File: src/rtl/synth_cfg_pkg.sv
package synth_cfg_pkg;
   localparam int TSEL_W = 2;

   typedef enum logic [TSEL_W-1:0] {
      TSEL_LOW   = 2'b00,
      TSEL_SDATA = 2'b01,
      TSEL_MDIV  = 2'b10,
      TSEL_FOUT  = 2'b11
   } tsel_e;
endpackage

File: src/rtl/cfg_sync.sv
module cfg_sync #(
   parameter int             WIDTH   = 1,
   parameter int             STAGES  = 2,
   parameter logic [WIDTH-1:0] RST_VAL = '0
) (
   input  logic             clk,
   input  logic             rst_n,
   input  logic [WIDTH-1:0] d,
   output logic [WIDTH-1:0] q
);
   generate
      if (STAGES < 2) begin : g_bad
         $error("cfg_sync needs at least two stages");
      end
   endgenerate

   logic [WIDTH-1:0] stage [STAGES];

   generate
      for (genvar s = 0; s < STAGES; s++) begin : g_stage
         always_ff @(posedge clk or negedge rst_n) begin
            if (!rst_n)      stage[s] <= RST_VAL;
            else if (s == 0) stage[s] <= d;
            else             stage[s] <= stage[(s == 0) ? 0 : s-1];
         end
      end
   endgenerate

   assign q = stage[STAGES-1];
endmodule

File: src/rtl/cfg_edge.sv
module cfg_edge #(
   parameter int               WIDTH   = 1,
   parameter logic [WIDTH-1:0] RST_VAL = '0
) (
   input  logic             clk,
   input  logic             rst_n,
   input  logic [WIDTH-1:0] lvl,
   output logic [WIDTH-1:0] rise
);
   logic [WIDTH-1:0] prev_q;

   always_ff @(posedge clk or negedge rst_n) begin
      if (!rst_n) prev_q <= RST_VAL;
      else        prev_q <= lvl;
   end

   generate
      for (genvar b = 0; b < WIDTH; b++) begin : g_bit
         assign rise[b] = lvl[b] & ~prev_q[b];
      end
   endgenerate
endmodule

File: src/rtl/cfg_shift.sv
module cfg_shift #(
   parameter int FW = 14
) (
   input  logic          clk,
   input  logic          rst_n,
   input  logic          shift_en,
   input  logic          din,
   output logic [FW-1:0] sr_q,
   output logic [FW-1:0] sr_d
);
   generate
      if (FW < 2) begin : g_bad
         $error("cfg_shift frame too short");
      end
   endgenerate

   assign sr_d = shift_en ? {sr_q[FW-2:0], din} : sr_q;

   always_ff @(posedge clk or negedge rst_n) begin
      if (!rst_n) sr_q <= '0;
      else        sr_q <= sr_d;
   end

   assert_shift_R3: assert property (@(posedge clk) disable iff (!rst_n)
      shift_en |=> (sr_q[0] == $past(din)) && (sr_q[FW-1:1] == $past(sr_q[FW-2:0])));

   assert_noshift_R6: assert property (@(posedge clk) disable iff (!rst_n)
      !shift_en |=> $stable(sr_q));
endmodule

File: src/rtl/cfg_hold.sv
module cfg_hold #(
   parameter int M_W = 9,
   parameter int N_W = 3,
   parameter int T_W = 2,
   localparam int FW = M_W + N_W + T_W
) (
   input  logic           clk,
   input  logic           rst_n,
   input  logic           par_rise,
   input  logic [M_W-1:0] par_m_s,
   input  logic [N_W-1:0] par_n_s,
   input  logic           ser_xfer,
   input  logic [FW-1:0]  frame,
   output logic [M_W-1:0] m_q,
   output logic [N_W-1:0] n_q,
   output logic [T_W-1:0] t_q
);
   localparam int N_LO = M_W;
   localparam int T_LO = M_W + N_W;

   always_ff @(posedge clk or negedge rst_n) begin
      if (!rst_n) begin
         m_q <= '0;
         n_q <= '0;
         t_q <= '0;
      end else if (par_rise) begin
         m_q <= par_m_s;
         n_q <= par_n_s;
      end else if (ser_xfer) begin
         m_q <= frame[M_W-1:0];
         n_q <= frame[T_LO-1:N_LO];
         t_q <= frame[FW-1:T_LO];
      end
   end

   assert_par_latch_R2: assert property (@(posedge clk) disable iff (!rst_n)
      par_rise |=> (m_q == $past(par_m_s)) && (n_q == $past(par_n_s)));

   assert_par_keeps_t_R12: assert property (@(posedge clk) disable iff (!rst_n)
      par_rise |=> $stable(t_q));

   assert_xfer_R4: assert property (@(posedge clk) disable iff (!rst_n)
      (ser_xfer && !par_rise) |=> ({t_q, n_q, m_q} == $past(frame)));

   assert_hold_R4: assert property (@(posedge clk) disable iff (!rst_n)
      (!ser_xfer && !par_rise) |=> $stable({t_q, n_q, m_q}));
endmodule

File: src/rtl/cfg_test_mux.sv
module cfg_test_mux
   import synth_cfg_pkg::*;
#(
   parameter int T_W = 2
) (
   input  logic [T_W-1:0] sel,
   input  logic           force_low,
   input  logic           sdata,
   input  logic           mdiv,
   input  logic           fout,
   output logic           test_out
);
   generate
      if (T_W != TSEL_W) begin : g_bad
         $error("cfg_test_mux supports a 2-bit selector only");
      end
   endgenerate

   logic picked;

   always_comb begin
      unique case (tsel_e'(sel))
         TSEL_LOW:   picked = 1'b0;
         TSEL_SDATA: picked = sdata;
         TSEL_MDIV:  picked = mdiv;
         TSEL_FOUT:  picked = fout;
         default:    picked = 1'b0;
      endcase
   end

   assign test_out = picked & ~force_low;
endmodule

File: src/rtl/synth_cfg_if.sv
module synth_cfg_if
   import synth_cfg_pkg::*;
#(
   parameter int M_W         = 9,
   parameter int N_W         = 3,
   parameter int T_W         = TSEL_W,
   parameter int SYNC_STAGES = 2
) (
   input  logic           clk,
   input  logic           rst_n,
   input  logic           mr,
   input  logic           par_load_n,
   input  logic [M_W-1:0] par_m,
   input  logic [N_W-1:0] par_n,
   input  logic           ser_clk,
   input  logic           ser_data,
   input  logic           ser_load,
   input  logic           mdiv_tap,
   input  logic           fout_tap,
   output logic [M_W-1:0] div_m,
   output logic [N_W-1:0] div_n,
   output logic [T_W-1:0] tsel,
   output logic           test_out
);
   localparam int FW   = M_W + N_W + T_W;
   localparam int BUSW = M_W + N_W + 3;

   generate
      if (M_W < 1 || N_W < 1) begin : g_bad
         $error("synth_cfg_if field widths must be positive");
      end
   endgenerate

   // synchronized data bus and parallel strobe
   logic [BUSW-1:0] bus_s;
   logic [M_W-1:0]  par_m_s;
   logic [N_W-1:0]  par_n_s;
   logic            sclk_s, sdat_s, sld_s, pl_s;

   cfg_sync #(.WIDTH(BUSW), .STAGES(SYNC_STAGES), .RST_VAL('0)) u_bus_sync (
      .clk(clk), .rst_n(rst_n),
      .d({par_m, par_n, ser_clk, ser_data, ser_load}),
      .q(bus_s)
   );

   cfg_sync #(.WIDTH(1), .STAGES(SYNC_STAGES), .RST_VAL(1'b1)) u_pl_sync (
      .clk(clk), .rst_n(rst_n), .d(par_load_n), .q(pl_s)
   );

   assign {par_m_s, par_n_s, sclk_s, sdat_s, sld_s} = bus_s;

   // edges: bit2 serial clock, bit1 serial strobe, bit0 parallel strobe
   logic [2:0] rise;
   cfg_edge #(.WIDTH(3), .RST_VAL(3'b001)) u_edge (
      .clk(clk), .rst_n(rst_n), .lvl({sclk_s, sld_s, pl_s}), .rise(rise)
   );

   logic sclk_rise, sld_rise, pl_rise;
   assign {sclk_rise, sld_rise, pl_rise} = rise;

   logic          shift_en;
   logic [FW-1:0] sr_q, sr_d;
   assign shift_en = sclk_rise & pl_s;

   cfg_shift #(.FW(FW)) u_shift (
      .clk(clk), .rst_n(rst_n), .shift_en(shift_en), .din(sdat_s),
      .sr_q(sr_q), .sr_d(sr_d)
   );

   logic           ser_xfer;
   logic [M_W-1:0] m_q;
   logic [N_W-1:0] n_q;
   logic [T_W-1:0] t_q;
   assign ser_xfer = pl_s & (sld_rise | (sld_s & sclk_rise));

   cfg_hold #(.M_W(M_W), .N_W(N_W), .T_W(T_W)) u_hold (
      .clk(clk), .rst_n(rst_n),
      .par_rise(pl_rise), .par_m_s(par_m_s), .par_n_s(par_n_s),
      .ser_xfer(ser_xfer), .frame(sr_d),
      .m_q(m_q), .n_q(n_q), .t_q(t_q)
   );

   assign div_m = pl_s ? m_q : par_m_s;
   assign div_n = pl_s ? n_q : par_n_s;
   assign tsel  = t_q;

   cfg_test_mux #(.T_W(T_W)) u_mux (
      .sel(t_q), .force_low(~pl_s | mr), .sdata(sdat_s),
      .mdiv(mdiv_tap), .fout(fout_tap), .test_out(test_out)
   );

   assert_par_test_low_R8: assert property (@(posedge clk) disable iff (!rst_n)
      !pl_s |-> !test_out);

   assert_mr_test_low_R9: assert property (@(posedge clk) disable iff (!rst_n)
      mr |-> !test_out);

   assert_par_follow_R1: assert property (@(posedge clk) disable iff (!rst_n)
      (!pl_s && $stable(par_m_s)) |-> (div_m == $past(par_m_s)));
endmodule

File: config.mk
export PLATFORM = sky130hd
export DESIGN_NAME = synth_cfg_if
export DESIGN_NICKNAME = d
export VERILOG_FILES = /design/src/rtl/synth_cfg_pkg.sv /design/src/rtl/cfg_sync.sv /design/src/rtl/cfg_edge.sv /design/src/rtl/cfg_shift.sv /design/src/rtl/cfg_hold.sv /design/src/rtl/cfg_test_mux.sv /design/src/rtl/synth_cfg_if.sv
export SDC_FILE = /design/constraint.sdc
export NUM_CORES = 1
export LEC_CHECK = 0
export CAP_MARGIN = 5
export CELL_PAD_IN_SITES_DETAIL_PLACEMENT = 1
export CELL_PAD_IN_SITES_GLOBAL_PLACEMENT = 2
export CORE_MARGIN = 8
export CORE_UTILIZATION = 44
export DETAILED_ROUTE_END_ITERATION = 10
export DONT_BUFFER_PORTS = 1
export GPL_TIMING_DRIVEN = 0
export PLACE_DENSITY_LB_ADDON = 0.1
export SYNTH_ARGS = -nofsm -noshare
export SYNTH_HDL_FRONTEND = slang
export SYNTH_HIERARCHICAL = 1
export SYNTH_SLANG_ARGS = --single-unit
export TNS_END_PERCENT = 10
File: constraint.sdc
create_clock -name clk -period 2 [get_ports clk]
set_input_delay 0.4 -clock clk [delete_from_list [all_inputs] [get_ports clk]]
set_output_delay 0.4 -clock clk [all_outputs]
set_load 0.005 [all_outputs]
==> results of run 1 <==
-- power by group through the flow --
stage | sequential (mW) | clock, mW | combinational, mW
after global routing | 1.53 | 1.00 | 0.404
after floorplan | 1.51 | 0 | 0.270
after detailed placement | 1.54 | 0 | 0.332
final | 1.51 | 0.923 | 0.357
after CTS | 1.52 | 0.962 | 0.369
after global placement | 1.53 | 0 | 0.325
-- worst paths after layout --
| check | from | endpoint | slack (ps) |
|---|---|---|---|
| min in group asynchronous | rst_n | u_shift/sr_q[8] | 600 |
| min | par_load_n | u_pl_sync/stage[1] | 70 |
| min reg2reg | u_bus_sync/stage[22] | u_bus_sync/q[7] | 340 |
| max reg2reg | u_pl_sync/q | u_hold/m_q[8] | 110 |
| max | u_pl_sync/q | u_hold/m_q[8] | 110 |
| max in group asynchronous | rst_n | u_edge/prev_q[0] | 1100 |
-- flip-flops by register name, indices dropped and copies added, names as in the netlist --
signal / cells
u_edge/prev_q: 3
u_hold/n_q: 3
u_pl_sync/stage: 1
u_hold/m_q: 9
u_hold/t_q: 2
u_bus_sync/stage: 15
u_bus_sync/q: 15
u_pl_sync/q: 1
u_shift/sr_q: 14
-- metal layers --
layer / wire length (um) / up-vias / track usage
met5: 0 / - / 0
met3: 263 / 5 / 0.0607
met1: 1910 / 593 / 0.138
met2: 2020 / 28 / 0.171
met4: 48 / 0 / 0.0513
li1: - / 546 / -
-- worst max-delay path, cell delays in order, from the launching register on --
cell	delay [ps]
dfstp_2	550
buf_6	140
buf_12	140
and2_4	190
buf_8	140
mux2_2	360
mux2i_1	160
o21ai_1	80
-- through the flow --
step                cells  utilization  total power [mW]  worst slack [ps]
finish                249        0.504              2.79               111
global route          249        0.504              2.94             0.605
CTS                   249        0.503              2.85              22.6
detailed placement    231        0.465              1.87             -57.0
global placement      231        0.465              1.85             -31.3
floorplan             159            -              1.78               199
-- timing repair --
item,in CTS,in global routing
setup endpoints to repair,8,12
gates cloned,0,0
hold endpoints to repair,63,0
hold buffers,2,0
resized for setup,1,3
-- cell families (layout without fill, tap and decap cells) --
| family | count (synthesis) | after routing |
|---|---|---|
| flops | 63 | 63 |
| mux | 41 | 41 |
| buf+inv | 21 | 39 |
| simple gates | 19 | 19 |
| compound gates | 15 | 15 |
-- final cells by class --
| type | instances | area [um^2] |
|---|---|---|
| Clock buffer | 14 | 153 |
| Timing Repair Buffer | 2 | 37.5 |
| Fill cell | 548 | 2680 |
| Clock inverter | 2 | 10.0 |
| Buffer | 21 | 180 |
| Multi-Input combinational cell | 75 | 673 |
| Sequential cell | 63 | 1580 |
| Tap cell | 72 | 90.1 |
-- cells in the final DEF (no fill, tap or decap) --
cell type | Yosys | layout
clkbuf_8 | 0 | 10
buf_16 | 0 | 1
a21oi_1 | 2 | 2
a211oi_2 | 1 | 1
buf_2 | 2 | 2
buf_8 | 0 | 1
mux2_2 | 21 | 21
o21ai_0 | 2 | 2
dfrtp_1 | 60 | 60
mux2_4 | 7 | 7
buf_4 | 15 | 15
buf_6 | 3 | 2
o21ai_1 | 10 | 10
mux2i_1 | 13 | 13
clkbuf_1 | 0 | 4
nand2b_1 | 1 | 1
nor2b_4 | 3 | 3
and2_4 | 0 | 1
nand2_1 | 12 | 12
buf_12 | 1 | 1
dfstp_2 | 3 | 3
nor2b_2 | 1 | 2
clkinv_2 | 0 | 2
dlygate4sd3_1 | 0 | 1
==> metrics, run 1 <==
post-layout minimum cycle time=1890 ps; leakage power=1.24 nW; nets@finish=193; GRT overflow=0; IO Port Bufs=0; Max-cap violations=0; Worst Hold Class=input port to register; largest net degree at the start of global routing=64; CTS tree=done; crit path launch type=register; hold slack=67.0 ps; CTS clk-pin slew, worst paths=60 ps; EDFF count, synth=0; Max Transition Viols Final=0; syn_nets=180; post-route ant nets=0; final period utilization=0.944; WP data required=2210 ps; DRC Markers=0; Synth Area in XOR/XNOR=0; H-tree depth=3; Clock power frac=0.331; NetSw=0.681 mW; routability-driven placement congestion ratio=0.699; drt total wl=4230 um; mapped cell area=0.00242 mm^2; VDD IR max=0.510 mV; placed instance area=0.00251 mm^2; Comb pwr share=0.128; Antenna Cells=0; Slew HR=0.801; CP Class=register to register; CTS Root Cell=clkbuf_8; Finished Cell Area=0.00272 mm^2; worst skew pair latency=330 ps; layout cell share with drive strength beyond 1=0.407; post-synthesis adder-cell area fraction=0; Setup Skew=12.9 ps; crit path max fanout=10; Avg Inst Size Synth=15.3 um^2; mux contribution to synthesized area=0.195; Net Sw Frac=0.244; Hold Crit Depth=0; area fraction of the dominant cell type after synthesis=0.619; Initial Util=0.449; Clock Sinks=63; Synth Warn #=6; DRT Pass-1 Iters=2; Worst setup EP type=register; PD cells=1030 mW/mm^2; Seq cells post-synth=63; CTS buffer count=9; die height=90.2 um; top-count cell post-synth=dfrtp_1; vias=1172; CTS max path bufs=2; Worst-Margin Slew=298 ps; Die Area=0.00814 mm^2; Synth top cells by count=dfrtp_1 (60), mux2_2 (21), buf_4 (15), mux2i_1 (13), nand2_1 (12); Placement Rows=27; Synth Area in Compound Gates=0.0341; initial antenna violation count=0; top area cells in the synthesized netlist=dfrtp_1 (62%), mux2_2 (9.8%), mux2i_1 (5.4%); top-level I/O count=36; initial DRC count=37; largest family of logic cells by synthesized area=multiplexers; Die X-Extent=90.2 um; first-pass GRT wire length=7310 um; Core Region=0.00541 mm^2; Peak Freq=529 MHz; final setup fails=0; Area Growth Syn to Fin=12.3%; Synth Flop Type=dfrtp_1; Seq/Total Area, Yosys=0.652; FFs w/ async S/R, synth=1.00; Cells after Synth=159; gr usage total=0.116; unrepaired setup endpoints after global routing=false; cell internal pwr=2.11 mW; setup TNS=0 ps; largest area contributor in the netlist=dfrtp_1; status=finished, final reports clean; simple-gate area share of the yosys netlist=0.0470; Critical Path AT=2100 ps; WL/cell=17.0 um; # Post-CTS Setup Buffers=0; Distinct cells, synth=19; register share of total power=0.542; reg2reg path depth=7; via/cell ratio=4.71; half-perimeter wire length after placement=2930 um; vias in the first global route=1419; final hold violation count=0
(Power assumes the default switching activity.)
==> run 2, diff against run 1 <==
Settings changed: CORE_UTILIZATION 44 to 40, RECOVER_POWER set to 100.
==> run 2 against run 1 <==
  * Sequential cell count unchanged
  * Hold slack got worse by 1.3 ps
  * Critical path depth stayed put
  * Sequential power about the same
  * Critical path type unchanged
  * Highest routed layer unchanged
==> metrics, run 2 (synthesis results as in run 1) <==
Worst Setup EP=u_hold/m_q[1] (was u_hold/m_q[8]); Worst setup EP type=register (unchanged); Worst-Margin Slew=816 ps (was 298 ps); critical path's top delay family=flip-flops (unchanged); post-layout minimum cycle time=1910 ps (was 1890 ps); Net Sw Frac=0.244 (about the same); Comb pwr share=0.119 (was 0.128); Critical Path AT=2120 ps (was 2100 ps); worst r2r src=u_pl_sync/q (unchanged); CTS Root Cell=clkbuf_8 (unchanged); worst skew pair latency=330 ps (about the same); Antenna Cells=0 (unchanged); Worst path max stage delay=560 ps (was 550 ps); register share of total power=0.540 (was 0.542); Peak Freq=523 MHz (was 529 MHz); Slew HR=0.456 (was 0.801); reg2reg path depth=7 (unchanged); initial DRC count=34 (was 37); cells along the critical path=buf_6 > buf_12 > and2_4 > buf_8 > mux2_1 > mux2i_1 > o21ai_0 (was buf_6 > buf_12 > and2_4 > buf_8 > mux2_2 > mux2i_1 > o21ai_1); Buffers & Inverters on Critical Path=3 (unchanged); Finished Cell Area=0.00271 mm^2 (was 0.00272 mm^2); Max Transition Viols Final=0 (unchanged); Clock power frac=0.341 (was 0.331); vias=1160 (was 1172); first-pass GRT wire length=7110 um (was 7310 um); RR Endpoint=u_hold/m_q[1] (was u_hold/m_q[8]); half-perimeter wire length after placement=2970 um (was 2930 um); top-level I/O count=36 (unchanged); Worst Hold Class=input port to register (unchanged); Area Growth Syn to Fin=11.6% (was 12.3%); Die Area=0.00881 mm^2 (was 0.00814 mm^2); PD cells=1030 mW/mm^2 (about the same); NetSw=0.683 mW (was 0.681 mW); DRT Pass-1 Iters=2 (unchanged); hold slack=65.8 ps (was 67.0 ps); Hold Crit Depth=0 (unchanged); commonest non-fill, non-tap cells in the layout=dfrtp_1 (60), mux2_1 (13), buf_4 (13), mux2i_1 (13), nand2_1 (12) (was dfrtp_1 (60), mux2_2 (21), buf_4 (15)); Core Region=0.00589 mm^2 (was 0.00541 mm^2); fillers=599 (was 548); CTS clk-pin slew, worst paths=60 ps (about the same); initial antenna violation count=0 (unchanged); Crit-path slowest cell=dfstp_2 (unchanged); CTS tree=done (unchanged); post-route ant nets=0 (unchanged); vias in the first global route=1349 (was 1419); final setup fails=0 (unchanged); crit path from=u_pl_sync/q (unchanged); die height=93.9 um (was 90.2 um); IO Port Bufs=0 (unchanged); cell internal pwr=2.12 mW (was 2.11 mW); Crit. path cell count=7 (unchanged); gr usage total=0.110 (was 0.116); CTS max path bufs=2 (unchanged); via/cell ratio=4.60 (was 4.71); DRC Markers=0 (unchanged); status=finished, final reports clean (unchanged); Finished Core Util=0.460 (was 0.504); nets@finish=193 (unchanged); Clock Sinks=63 (unchanged); Setup Skew=6.40 ps (was 12.9 ps); WP data required=2210 ps (about the same); CTS buffer count=9 (unchanged); largest net degree at the start of global routing=64 (unchanged); GRT overflow=0 (unchanged); crit path launch type=register (unchanged); drt total wl=4320 um (was 4230 um); crit path max fanout=10 (unchanged); Max-cap violations=0 (unchanged); unrepaired setup endpoints after global routing=false (unchanged); VDD IR max=0.517 mV (was 0.510 mV); commonest non-fill, non-tap cell in the layout=dfrtp_1 (unchanged); final period utilization=0.956 (was 0.944); layout cell share with drive strength beyond 1=0.328 (was 0.407); Die X-Extent=93.9 um (was 90.2 um); Overall Power=2.80 mW (was 2.79 mW); R2R setup slack=90 ps (was 110 ps); leakage power=1.24 nW (about the same); H-tree depth=3 (unchanged); placed instance area=0.00252 mm^2 (was 0.00251 mm^2); CP Class=register to register (unchanged); routability-driven placement congestion ratio=0.718 (was 0.699); setup TNS=0 ps (unchanged); Initial Util=0.412 (was 0.449); # Post-CTS Setup Buffers=0 (unchanged); Placement Rows=28 (was 27); final hold violation count=0 (unchanged); WL/cell=17.1 um (was 17.0 um)
run 2: cell count changes in the layout (fill, tap and decap cells not counted), moves of 2 or more:
| cell | change |
|---|---|
| o21ai_1 | -7 |
| o21ai_0 | +7 |
| buf_4 | -2 |
| mux2_1 | +13 |
| mux2_2 | -13 |
| clkinv_2 | +2 |
run 2: power by group through the flow:
stage          clock, mW  combinational (mW)  sequential (mW)
2_1_floorplan          0               0.270             1.51
3_3_place_gp           0               0.328             1.53
3_5_place_dp           0               0.333             1.54
4_1_cts             1.01               0.369             1.51
5_1_grt             1.06               0.370             1.53
6_report           0.955               0.332             1.51
run 2: worst min path at each step:
stage	start	endpoint	slack, ps
2_1_floorplan	rst_n	u_bus_sync/q[0]	100
3_5_place_dp	rst_n	u_bus_sync/stage[15]	110
4_1_cts	par_load_n	u_pl_sync/stage[1]	40
5_1_grt	par_load_n	u_pl_sync/stage[1]	40
3_3_place_gp	rst_n	u_bus_sync/stage[17]	110
6_report	par_load_n	u_pl_sync/stage[1]	70
run 2: repair_timing:
action                                 CTS  global route
hold buffers                             2             0
endpoints found under the hold margin   63             0
resized for setup                        1             3
setup endpoints to repair               10            11
pin swaps                                0             0
run 2: worst reg2reg max path, stage by stage (launching register included):
cell     delay [ps]
dfstp_2         560
buf_6           140
buf_12          150
and2_4          200
buf_8           150
mux2_1          370
mux2i_1         150
o21ai_0          90
run 2: routing by layer:
metal	wire length, um	global-route usage
met5	0	0
met4	65	0.0634
met3	214	0.0496
met2	2080	0.163
met1	1950	0.129
run 2: cell type report:
type	instances	area, um^2	area share
multi-input combinational	75	666	0.246
tap	75	93.8	0.0347
clock inverter	4	20.0	0.00740
sequential	63	1580	0.584
clock buffer	12	155	0.0574
buffer	21	173	0.0638
timing repair buffer	2	17.5	0.00648
run 2: per-stage QoR:
stage                     setup WS (ps)  cells
final                              88.9    252
after CTS                          34.3    252
after detailed placement          -19.1    234
after global placement            -12.0    234
after floorplan                     199    159
after global routing               17.3    252
